**src/rtl/dcc_pkg.sv**
```systemverilog
`timescale 1ns/1ps
package dcc_pkg;
  // Index of each count line in the synchronizer vector
  localparam int LINE_UP = 0;
  localparam int LINE_DN = 1;
  localparam int N_LINES = 2;

  // Action applied to the count register in a cycle
  typedef enum logic [2:0] {
    MODE_HOLD  = 3'd0,
    MODE_UP    = 3'd1,
    MODE_DOWN  = 3'd2,
    MODE_LOAD  = 3'd3,
    MODE_CLEAR = 3'd4
  } dcc_mode_e;
endpackage

```
**src/rtl/dcc_sync.sv**
```systemverilog
`timescale 1ns/1ps
module dcc_sync #(
  parameter int LINES  = 2,
  parameter int STAGES = 2
) (
  input  logic             clk_i,
  input  logic             clr_i,
  input  logic [LINES-1:0] raw_i,
  output logic [LINES-1:0] lvl_o,
  output logic [LINES-1:0] rise_o
);
  localparam int LAST = STAGES - 1;

  for (genvar l = 0; l < LINES; l++) begin : g_line
    logic [STAGES-1:0] chain_q;
    logic              prev_q;

    // Idle level of a count line is high, so clear primes the chain high
    always_ff @(posedge clk_i) begin
      if (clr_i) begin
        chain_q <= '1;
        prev_q  <= 1'b1;
      end else begin
        chain_q <= {chain_q[STAGES-2:0], raw_i[l]};
        prev_q  <= chain_q[LAST];
      end
    end

    assign lvl_o[l]  = chain_q[LAST];
    assign rise_o[l] = chain_q[LAST] & ~prev_q;

    // A detected edge is a single-cycle event
    AST_RISE_SINGLE: assert property (@(posedge clk_i) disable iff (clr_i)
      rise_o[l] |=> !rise_o[l]);
  end
endmodule

```
**src/rtl/dcc_mode.sv**
```systemverilog
`timescale 1ns/1ps
module dcc_mode
  import dcc_pkg::*;
(
  input  logic      clk_i,
  input  logic      clr_i,
  input  logic      load_n_i,
  input  logic      rise_up_i,
  input  logic      rise_dn_i,
  output dcc_mode_e mode_o
);
  // Priority: clear, load, then a lone edge; two edges cancel out
  always_comb begin
    if (clr_i)                       mode_o = MODE_CLEAR;
    else if (!load_n_i)              mode_o = MODE_LOAD;
    else if (rise_up_i && !rise_dn_i) mode_o = MODE_UP;
    else if (rise_dn_i && !rise_up_i) mode_o = MODE_DOWN;
    else                             mode_o = MODE_HOLD;
  end

  AST_DUAL_EDGE_HOLD: assert property (@(posedge clk_i) disable iff (clr_i)
    (load_n_i && rise_up_i && rise_dn_i) |-> (mode_o == MODE_HOLD));
endmodule

```
**src/rtl/dcc_core.sv**
```systemverilog
`timescale 1ns/1ps
module dcc_core
  import dcc_pkg::*;
#(
  parameter int CNT_W = 4
) (
  input  logic             clk_i,
  input  logic             clr_i,
  input  dcc_mode_e        mode_i,
  input  logic [CNT_W-1:0] data_i,
  output logic [CNT_W-1:0] count_o
);
  logic [CNT_W-1:0] count_q;

  function automatic logic [CNT_W-1:0] step_up(input logic [CNT_W-1:0] v);
    return CNT_W'(v + 1'b1);
  endfunction

  function automatic logic [CNT_W-1:0] step_dn(input logic [CNT_W-1:0] v);
    return CNT_W'(v - 1'b1);
  endfunction

  always_ff @(posedge clk_i) begin
    case (mode_i)
      MODE_CLEAR: count_q <= '0;
      MODE_LOAD:  count_q <= data_i;
      MODE_UP:    count_q <= step_up(count_q);
      MODE_DOWN:  count_q <= step_dn(count_q);
      default:    count_q <= count_q;
    endcase
  end

  assign count_o = count_q;

  AST_CLEAR_ZERO: assert property (@(posedge clk_i)
    clr_i |=> (count_q == '0));
  AST_LOAD_COPY: assert property (@(posedge clk_i) disable iff (clr_i)
    (mode_i == MODE_LOAD) |=> (count_q == $past(data_i)));
  AST_UP_STEP: assert property (@(posedge clk_i) disable iff (clr_i)
    (mode_i == MODE_UP) |=> (count_q == CNT_W'($past(count_q) + 1'b1)));
  AST_DN_STEP: assert property (@(posedge clk_i) disable iff (clr_i)
    (mode_i == MODE_DOWN) |=> (count_q == CNT_W'($past(count_q) - 1'b1)));
  AST_HOLD_STABLE: assert property (@(posedge clk_i) disable iff (clr_i)
    (mode_i == MODE_HOLD) |=> $stable(count_q));
endmodule

```
**src/rtl/dcc_term.sv**
```systemverilog
`timescale 1ns/1ps
module dcc_term #(
  parameter int CNT_W = 4
) (
  input  logic             clk_i,
  input  logic             clr_i,
  input  logic [CNT_W-1:0] count_i,
  input  logic             up_lvl_i,
  input  logic             dn_lvl_i,
  output logic             carry_n_o,
  output logic             borrow_n_o
);
  function automatic logic at_max(input logic [CNT_W-1:0] v);
    return &v;
  endfunction

  function automatic logic at_zero(input logic [CNT_W-1:0] v);
    return ~|v;
  endfunction

  // Gated by the line level itself so the output repeats its low pulse
  assign carry_n_o  = ~(at_max(count_i)  & ~up_lvl_i);
  assign borrow_n_o = ~(at_zero(count_i) & ~dn_lvl_i);

  AST_CARRY_IDLE: assert property (@(posedge clk_i) disable iff (clr_i)
    up_lvl_i |-> carry_n_o);
  AST_BORROW_IDLE: assert property (@(posedge clk_i) disable iff (clr_i)
    dn_lvl_i |-> borrow_n_o);
  AST_TC_EXCLUSIVE: assert property (@(posedge clk_i) disable iff (clr_i)
    carry_n_o || borrow_n_o);
endmodule

```
**src/rtl/dcc_counter.sv**
```systemverilog
`timescale 1ns/1ps
module dcc_counter
  import dcc_pkg::*;
#(
  parameter int CNT_W       = 4,
  parameter int SYNC_STAGES = 2
) (
  input  logic             clk_i,
  input  logic             clr_i,
  input  logic             load_n_i,
  input  logic [CNT_W-1:0] data_i,
  input  logic             up_i,
  input  logic             dn_i,
  output logic [CNT_W-1:0] count_o,
  output logic             carry_n_o,
  output logic             borrow_n_o
);
  logic [N_LINES-1:0] line_raw;
  logic [N_LINES-1:0] line_lvl;
  logic [N_LINES-1:0] line_rise;
  dcc_mode_e          mode;
  logic [CNT_W-1:0]   count;

  assign line_raw[LINE_UP] = up_i;
  assign line_raw[LINE_DN] = dn_i;

  dcc_sync #(.LINES(N_LINES), .STAGES(SYNC_STAGES)) i_sync (
    .clk_i  (clk_i),
    .clr_i  (clr_i),
    .raw_i  (line_raw),
    .lvl_o  (line_lvl),
    .rise_o (line_rise)
  );

  dcc_mode i_mode (
    .clk_i     (clk_i),
    .clr_i     (clr_i),
    .load_n_i  (load_n_i),
    .rise_up_i (line_rise[LINE_UP]),
    .rise_dn_i (line_rise[LINE_DN]),
    .mode_o    (mode)
  );

  dcc_core #(.CNT_W(CNT_W)) i_core (
    .clk_i   (clk_i),
    .clr_i   (clr_i),
    .mode_i  (mode),
    .data_i  (data_i),
    .count_o (count)
  );

  dcc_term #(.CNT_W(CNT_W)) i_term (
    .clk_i      (clk_i),
    .clr_i      (clr_i),
    .count_i    (count),
    .up_lvl_i   (line_lvl[LINE_UP]),
    .dn_lvl_i   (line_lvl[LINE_DN]),
    .carry_n_o  (carry_n_o),
    .borrow_n_o (borrow_n_o)
  );

  assign count_o = count;
endmodule

```
**config.mk**
```make
export PLATFORM = sky130hd
export DESIGN_NAME = dcc_counter
export DESIGN_NICKNAME = d
export VERILOG_FILES = /design/src/rtl/dcc_pkg.sv /design/src/rtl/dcc_sync.sv /design/src/rtl/dcc_mode.sv /design/src/rtl/dcc_core.sv /design/src/rtl/dcc_term.sv /design/src/rtl/dcc_counter.sv
export SDC_FILE = /design/constraint.sdc
export NUM_CORES = 1
export LEC_CHECK = 0
export ABC_AREA = 0
export BUFFER_PORTS_ARGS = -buffer_cell sky130_fd_sc_hd__buf_4
export CAP_MARGIN = 20
export CORE_AREA = 2 2 39 41
export CTS_CLUSTER_SIZE = 25
export DETAILED_ROUTE_END_ITERATION = 10
export DIE_AREA = 0 0 41 43
export PLACE_DENSITY = 0.72
export SYNTH_ARGS = -nofsm -noshare
export SYNTH_HDL_FRONTEND = slang
export SYNTH_HIERARCHICAL = 1
export SYNTH_SLANG_ARGS = --single-unit
```
**constraint.sdc**
```tcl
create_clock -name clk_i -period 4.15 [get_ports clk_i]
set_input_delay 0.415 -clock clk_i [delete_from_list [all_inputs] [get_ports clk_i]]
set_output_delay 0.415 -clock clk_i [all_outputs]
set_load 0.05 [all_outputs]
```
==> impl_results.md <==
- Post-synth EDFFs: 4
- WL per Instance: between 10 and 15 um
- Crit path launch type: flop
- Maximum level of the CTS H-tree: 1
- Setup Skew: approximately 0.0028 ns
- CTS tree: built
- Root buf cell: clkbuf_4
- Final Cell Area: approximately 760 um^2
- Worst-Skew Late Latency: about 0.26 ns
- Max-Slew Margin vs Limit: 59.0%
- Via/cell ratio: between 5 and 6
- Post-synthesis register bit count: 10
- Yosys warnings: 6
- Iter 0 DRT Violations: 5
- Via count: between 500 and 600
- Die ar.: 1760 um^2
- Status: completed
- Area share of the largest cell type after synthesis: a little under a fifth
- Post-Syn Area: approximately 640 um^2
- Final HPWL DP: a little over 900 um
- Sum Neg Setup Slack: 0 ns
- Total global routing overflow: 0
- Global-route wire length before repair: 1.93 mm
- Gate Count Post-Synth: 65
- Setup bufs post-CTS: 0
- Port Buffer Count: 14
- Cts hold-fix bufs: 0
- Crit path DAT: about 2.9 ns
- CTS clock-pin slew for the worst setup and hold paths: 0.06 ns
- RSZ-0062 raised after global routing: no
- All-Layer GR Usage: 16.1%
- Post-synth cell types: 33
- Clock buffer count from CTS: 3
- Worst hold margin: between 0.3 and 0.4 ns
- N_diodes: 0
- Synth area leaders: dfxtp_1 19%, edfxtp_1 19%, or2_1 6.9%
- Hold Vio Cnt, Final: 0
- PwrDens: ~370 nW/um^2
- Maximum VDD drop: 273 uV
- Drt total wl: 1.21 mm
- Worst-case clock buffer depth: 2
- Final setup fails: 0
- Final min period: about 2.8 ns
- Drc violations: 0
- Area grow syn2layout: 19.6%
- Placer Congestion: slightly above 0.7
- Initial core utilization: a little under half
- Crit path kind: flop to flop
- IO Pins: 15
- Max Cap Viol: 0
- Routed Antenna Nets: 0
- Die W: 41 um
- Dpl cells: 90
- Worst Path Max Fanout: 11
- NumNets Final: ~90
- Critical path capture point type: flop
- CP Data Required Time: roughly 4.2 ns
- Sequential share of the synthesized area: a little under two fifths
- CTS Sinks: 10
- Vias in the first global route: about 440
- Cell with the most instances after synthesis: or2_1
- Static Leak: a little under 0.3 nW
- Die height: about 43 um
- Initial DRT Pass Iterations: 4
- Mean area per synthesized cell: between 9 and 10 um^2
- Final std cells w/o fill: between 90 and 100
- Area leader, netlist: dfxtp_1
- Share of cells above drive strength 1: slightly above 30%
- Synth cell count leaders: 7 x or2_1, 6 x a21oi_1, 6 x dfxtp_1
- Worst Hold Class: input pin to flop
- Pwr Total: 0.282 mW
- Core Area: between 1000 and 1500 um^2
- Async SR Flop Fraction: 0%
- Final Cycle Share: between 60 and 70%
- Post-DP Area: between 700 and 800 um^2
- Syn Nets: 77
- Worst Tran Pin Value: 0.615 ns
- Pin count of the biggest net entering global routing: 18
- Initial antenna violation count: 0
- Synth Flop Type: dfxtp_1
- Final Max Tran Viols: 0
- Row count: 14
- Achievable frequency: 0.351 GHz
- Quantity of gates resized following cts: 0
[worst max-delay path, cell delays in order (launching register included)]
cell	delay (ns)
dfxtp_1	0.31
nor2b_1	0.14
nand2b_1	0.13
a21oi_1	0.51
nor3b_1	0.46
ha_1	0.39
a21oi_1	0.19
a221oi_1	0.10
or3_1	0.36
[state kept, by name, summed over array words and instances (netlist names)]
| register | cells |
|---|---|
| i_core/count_o | 4 |
| i_sync/g_line.chain_q | 4 |
| i_sync/g_line.prev_q | 2 |
[layer usage]
| metal | part of all wire [%] | GRT usage (%) |
|---|---|---|
| met2 | 51 | 25.0 |
| met4 | 0 | 0 |
| met5 | 0 | 0 |
| met3 | 5.7 | 7.85 |
| met1 | 43 | 21.1 |
[per-stage QoR]
| stage | setup WS [ns] | utilization [%] |
|---|---|---|
| after CTS | 1.30 | 55.1 |
| after global routing | 1.08 | 55.1 |
| final | 1.30 | 55.1 |
| after floorplan | 1.73 | - |
| after global placement | 1.39 | 52.4 |
| after detailed placement | 1.32 | 52.4 |
[worst paths after layout]
check                         startpoint                           to  slack [ns]  depth (start not counted)
max          i_sync/g_line[0].chain_q[1]            i_core/count_o[3]        1.30                          8
min                                 up_i  i_sync/g_line[0].chain_q[0]        0.33                          2
max reg2reg  i_sync/g_line[0].chain_q[1]            i_core/count_o[3]        1.30                          8
min reg2reg  i_sync/g_line[0].chain_q[0]  i_sync/g_line[0].chain_q[1]        0.40                          1
[layout make-up]
class                           instances  area, um^2
Timing Repair Buffer                   15         113
Clock buffer                            4        36.3
Tap cell                               16        20.0
Fill cell                             130         622
Sequential cell                        10         240
Multi-Input combinational cell         49         353
[logic make-up (layout without fill, tap and decap cells)]
group	Yosys count	count (layout)	synth area share (%)
DFF	10	10	37.7
and+or+nand+nor	31	31	30.7
adders and majority gates	3	3	7.07
xor gates and xnor gates	2	2	2.75
muxes	1	1	1.77
buffers and inverters	6	19	6.87
AOI/OAI and AO/OA	12	12	13.2
[where the power goes]
part / total (mW) / switching (mW) / internal [mW]
sequential: 0.122 / 0.0101 / 0.112
clock: 0.0854 / 0.0322 / 0.0532
combinational: 0.0747 / 0.0443 / 0.0303
total: 0.282 / 0.0866 / 0.195
[placed cells by master (no fill, tap or decap), types with 2 or more instances in the layout]
master	netlist	layout
buf_4	3	15
or2_1	7	7
a21oi_1	6	6
dfxtp_1	6	6
nand3b_1	4	4
edfxtp_1	4	4
clkbuf_4	0	3
nor2_1	3	3
nand2b_1	3	3
or3b_2	2	2
nand2_1	2	2
ha_1	2	2
nor2b_1	2	2
Note: power is estimated with default switching activity, not from simulation.
